==> src/rtl/exc_pend_ctrl.sv <==
module exc_pend_ctrl #(
  parameter int          AW       = 12,
  parameter logic [11:0] REG_ADDR = 12'h104
) (
  input  logic          clk,
  input  logic          rst_n,
  input  logic          acc_en,
  input  logic          acc_wr,
  input  logic [AW-1:0] acc_addr,
  input  logic [31:0]   acc_wdata,
  input  logic          acc_priv,
  output logic [31:0]   acc_rdata,
  output logic          acc_err,
  input  logic          nmi_req,
  input  logic          nmi_enter,
  input  logic          ctx_enter,
  input  logic          tick_enter,
  input  logic [6:0]    st_active,
  input  logic [6:0]    st_pend_vec,
  input  logic          st_irq_pend,
  input  logic          st_preempted,
  input  logic          st_ret_base,
  output logic          nmi_pending,
  output logic          ctx_pending,
  output logic          tick_pending
);

  localparam logic [AW-1:0] HIT_ADDR  = AW'(REG_ADDR);
  localparam int            B_NMI     = 31;
  localparam int            B_CTX_SET = 28;
  localparam int            B_CTX_CLR = 27;
  localparam int            B_TCK_SET = 26;
  localparam int            B_TCK_CLR = 25;
  localparam logic [31:0]   RSVD_MASK = 32'h6B38_0780;

  logic hit, wr_ok, rd_ok, nmi_q, nmi_rise;
  logic nmi_set, ctx_set, ctx_clr, tck_set, tck_clr;

  assign hit      = acc_en && (acc_addr == HIT_ADDR);
  assign wr_ok    = hit && acc_wr && acc_priv;
  assign rd_ok    = hit && !acc_wr && acc_priv;
  assign nmi_rise = nmi_req && !nmi_q;

  assign nmi_set  = (wr_ok && acc_wdata[B_NMI]) || nmi_rise;
  assign ctx_set  = wr_ok && acc_wdata[B_CTX_SET];
  assign ctx_clr  = (wr_ok && acc_wdata[B_CTX_CLR]) || ctx_enter;
  assign tck_set  = wr_ok && acc_wdata[B_TCK_SET];
  assign tck_clr  = (wr_ok && acc_wdata[B_TCK_CLR]) || tick_enter;

  always_ff @(posedge clk or negedge rst_n) begin
    if (!rst_n) begin
      nmi_q        <= 1'b0;
      nmi_pending  <= 1'b0;
      ctx_pending  <= 1'b0;
      tick_pending <= 1'b0;
      acc_err      <= 1'b0;
    end else begin
      nmi_q        <= nmi_req;
      nmi_pending  <= nmi_set || (nmi_pending && !nmi_enter);
      ctx_pending  <= ctx_set || (ctx_pending && !ctx_clr);
      tick_pending <= tck_set || (tick_pending && !tck_clr);
      acc_err      <= hit && !acc_priv;
    end
  end

  assign acc_rdata = rd_ok ? {nmi_pending, 2'b00, ctx_pending, 1'b0, tick_pending, 2'b00,
                              st_irq_pend, st_preempted, 3'b000, st_pend_vec,
                              st_ret_base, 4'b0000, st_active} : 32'h0;

  AST_NMI_ENTRY_CLEARS: assert property (@(posedge clk) disable iff (!rst_n)
    (nmi_enter && !nmi_req && !(acc_en && acc_wr && acc_wdata[B_NMI])) |=> !nmi_pending);

  AST_CTX_ONLY_BY_WRITE: assert property (@(posedge clk) disable iff (!rst_n)
    $rose(ctx_pending) |-> $past(acc_en && acc_wr && acc_priv && acc_addr == HIT_ADDR && acc_wdata[B_CTX_SET]));

  AST_SET_WINS: assert property (@(posedge clk) disable iff (!rst_n)
    (acc_en && acc_wr && acc_priv && acc_addr == HIT_ADDR && acc_wdata[B_TCK_SET] && acc_wdata[B_TCK_CLR])
    |=> tick_pending);

  AST_ACK_CLEARS: assert property (@(posedge clk) disable iff (!rst_n)
    (tick_enter && !(acc_en && acc_wr && acc_wdata[B_TCK_SET])) |=> !tick_pending);

  AST_RSVD_ZERO: assert property (@(posedge clk) disable iff (!rst_n)
    (acc_rdata & RSVD_MASK) == 32'h0);

  AST_UNPRIV_ERR: assert property (@(posedge clk) disable iff (!rst_n)
    (acc_en && !acc_priv && acc_addr == HIT_ADDR) |=> acc_err);

  AST_UNPRIV_RD_ZERO: assert property (@(posedge clk) disable iff (!rst_n)
    (acc_en && !acc_priv) |-> acc_rdata == 32'h0);

  AST_PRIV_NO_ERR: assert property (@(posedge clk) disable iff (!rst_n)
    !(acc_en && !acc_priv) |=> !acc_err);

endmodule

==> config.mk <==
export PLATFORM = sky130hd
export DESIGN_NAME = exc_pend_ctrl
export DESIGN_NICKNAME = d
export VERILOG_FILES = /design/src/rtl/exc_pend_ctrl.sv
export SDC_FILE = /design/constraint.sdc
export NUM_CORES = 1
export LEC_CHECK = 0
export ABC_AREA = 1
export ABC_CLOCK_PERIOD_IN_PS = 1950
export BUFFER_PORTS_ARGS = -buffer_cell sky130_fd_sc_hd__buf_2
export CAP_MARGIN = 5
export CORE_UTILIZATION = 30
export CTS_CLUSTER_DIAMETER = 50
export DETAILED_ROUTE_END_ITERATION = 10
export GPL_ROUTABILITY_DRIVEN = 1
export PLACE_DENSITY = 0.81
export SLEW_MARGIN = 20
export SYNTH_ARGS = -nofsm -noshare
export SYNTH_HDL_FRONTEND = slang
export SYNTH_SLANG_ARGS = --single-unit
==> constraint.sdc <==
create_clock -name clk -period 1.95 [get_ports clk]
set_clock_uncertainty 0.2 [all_clocks]
set_input_delay 0.4875 -clock clk [delete_from_list [all_inputs] [get_ports clk]]
set_output_delay 0.4875 -clock clk [all_outputs]
set_load 0.02 [all_outputs]
# Word level (Yosys, flattened, before mapping)
# Index checks and enable logic that the tools add are counted.
# totals
register_bits	5
latch_bits	0
ramBits	0
rom_bits	0
output_inout_bits	36
wordCells	34
memories	0
# classes
addsub	0
n_mul	0
n_div	0
order_cmp	0
n_eq_ne	1
shift	0
muxes	1
n_bitwise	0
reduce_logical	27
# ops
operator	count
32-bit two-way mux	1
1-bit logical AND	15
12-bit by 9-bit equality test with 1-bit output (second input constant)	1
1-bit logical NOT	6
1-bit logical OR	6

# Logic depth before layout (Yosys ltp)
# logic_depth
depth_word	9
ltp_mapped	9

# Worst setup path after synthesis
# No wires, ideal clock.
# synth_timing
path_type	input -> output
from	input port acc_addr[7]
to	output port acc_rdata[0]
t_arrival_ps	1282
required_time_ps	1262
path_slack_ps	-19
stages	8
n_path_buf	1
cell_sequence	nor2_1 -> nand2_1 -> nor2_2 -> nand2_2 -> clkinv_2 -> nand3_4 -> buf_6 -> nor2_4
# synth_via
elab_chain_len	5
# synth_rtl
item	line_no	rtl
from (decl)	9	input logic [AW-1:0] acc_addr,
12-bit by 9-bit equality test with 1-bit output	39	assign hit = acc_en && (acc_addr == HIT_ADDR);
1-bit logical AND	39	
1-bit logical AND (2 in a row)	41	assign rd_ok = hit && !acc_wr && acc_priv;
32-bit two-way mux	66	assign acc_rdata = rd_ok ? {nmi_pending, 2'b00, ctx_pending, 1'b0, tick_pending, 2'b00,
to (decl)	12	output logic [31:0] acc_rdata,
# No other way between the ends.

# Worst setup path after layout
# layout_timing
from	input port acc_addr[4]
to	output port acc_rdata[18]
# The elaborated chain is that of the path after synthesis.

==> reports/metrics.cfg <==
[setup_path]
cp-end-kind = output port
cpPeakStageDelay_ns = 0.18
cp_slowest_cell = buf_12
cp-start-kind = input port
rrSetupSlack_ns = 0.97
rr_worst_depth = 4
cp_max_fo = 7
path_cells = buf_6 > nor2_2 > nand2_1 > nor2_2 > nand2_2 > clkinv_4 > nand3_4 > buf_12 > nor2_4 > buf_6
reg2reg_to = nmi_pending
critPathKind = in -> out
cp.required_ns = 1.26
r2r-start = nmi_pending
worstPathArrival_ns = 1.52

[hold_path]
hp-class = in -> reg
worstHoldStart = nmi_req
worstHoldEndpoint = nmi_q
hold_depth = 1

[finish]
finish.utilization_pct = 61.8
layout-drive-gt1-share_pct = 65.3
synthToLayoutAreaGrowth_pct = 90.8
fin_cells = 204
finalNetCount = 247
antenna_cells = 0

[clocking]
cts.sinks = 5
clkTransAtPathRegs_ns = 0.04
clkLatencyLatePin_ns = 0.24
cts_buffers = 3
cts_max_path_buffers = 2
ctsHtreeMaxLevel = 1
cts_root_buf = clkbuf_4
cts_tree = done

[floorplanning]
die-height_um = 51.4
start_util_pct = 32.4
rows = 17
die-area_sq_um = 2640
coreArea_sq_um = 2250
io_pins = 106
fp.dieW_um = 51.4

[routing]
antenna_left = 0
viasPerCell = 3.98
vias = 811
wirelength_um = 1750
drt_pass1_iterations = 2
drc_errors = 0
drt-wirelength-per-cell_um = 8.60
first_iter_violations = 6

[pwr]
p_total_uw = 346
irDropWorstVdd_uv = 202
cellPowerDensity_nw_per_um2 = 248
p_leak_nw = 0.778

[synthesis]
avgSynthCellArea_sq_um = 7.69
synth_seq_area_share_pct = 17.1
yosysWarnings = 0
ys_types = 17
synth-seq-cells = 5
synth_cells = 95
netlist_area_sq_um = 731

[outcome]
outcome = complete, but fails checks
violations = setup timing

[timing]
slew_viol_final = 0
period_needed_ns = 2.20
fin_ws_ns = -0.254
fmax_mhz = 454
hold_slack_ns = 0.175
hold_viol_final = 0
period_share_pct = 113
setup_violations = 20
rsz0062_at_grt = yes

[global_routing]
grt_max_degree = 15
overflow = 0
grt_pass1_wl_um = 2600
grt_pass1_vias = 720
track_usage_pct = 13.2
antenna_found_initial = 0

[placed_design]
pre_cts_slack_ns = -0.260
dp_cells = 190
dp_hpwl_um = 1260
place.gp.congestion = 0.668
portBuffers = 66

[flow_run]
maxCapViolCount = 0

[cell families after synthesis]
family          Yosys count  share of synthesized area (%)
compound gates            1                          0.857
buf+inv                  42                           30.0
flops                     5                           17.1
other cells               1                          0.513
simple gates             46                           51.5
[placed cells by master, fill, tap and decap left out, drive strengths merged, types with 2 or more instances in the layout]
cell and n:
nand2 10, inv 27, nand4 2, dfrtp 5, nor2 29, nand3 4, clkbuf 5, buf 78
conb 12
[worst max-delay path by stage]
stage                            start            end  cells past startpoint
after floorplan            acc_addr[7]   acc_rdata[0]                      8
after global placement    acc_addr[11]  acc_rdata[22]                     10
after detailed placement   acc_addr[9]  acc_rdata[22]                     10
after CTS                  acc_addr[1]  acc_rdata[22]                      9
after global routing       acc_addr[7]  acc_rdata[23]                     10
final                      acc_addr[4]  acc_rdata[18]                     10
[power by group]
part           switching (mW)  internal [mW]  total, mW
clock                  0.0389         0.0771      0.116
sequential            0.00100          0.107      0.108
combinational          0.0680         0.0541      0.122
total                   0.108          0.238      0.346
[critical path, delay by kind of cell]
| family | cells | cell delay (ns) |
|---|---|---|
| buf+inv | 4 | 0.45 |
| simple gates | 6 | 0.59 |
[sequential cells by signal, summed over array words and instances (netlist names)]
name          flops
nmi_q             1
nmi_pending       1
ctx_pending       1
acc_err           1
tick_pending      1
[synthesized netlist by cell type (all sizes together)]
cell | number | area share, %
nand3b | 1 | 2.7
nand3 | 4 | 4.5
clkinv | 1 | 0.68
nand2 | 10 | 5.5
dfrtp | 5 | 17
nand4 | 2 | 1.7
buf | 14 | 15
o22ai | 1 | 0.86
conb | 1 | 0.51
inv | 27 | 14
nor2 | 29 | 37
[metal layers]
metal	share of wire (%)	track usage [%]
met2	52	25.4
met3	11	2.38
met1	36	13.0
met4	0.97	7.66
met5	0	0
[final cells by class]
class / count / area, sq um
flip-flops and latches: 5 / 125
well taps: 28 / 35.0
inverters: 28 / 110
clock buffers: 4 / 26.3
fillers: 209 / 861
multi-input cells: 59 / 448
repair buffers: 80 / 649
[stage by stage]
stage	instance area [sq um]	setup TNS (ns)
floorplan	772	-0.389
global placement	1080	-4.71
detailed placement	1080	-4.88
CTS	1330	-4.10
global route	1390	-6.45
finish	1390	-4.67
[repair_timing]
item | 4_1_cts | 5_1_grt
setup endpoints to repair | 20 | 20
setup buffers | 7 | 1
pin swaps | 1 | 9
hold buffers | 1 | 0
endpoints found under the hold margin | 5 | 0
cloned | 0 | 1
resized for setup | 47 | 8
No activity file was read; power rests on OpenSTA's default activity.
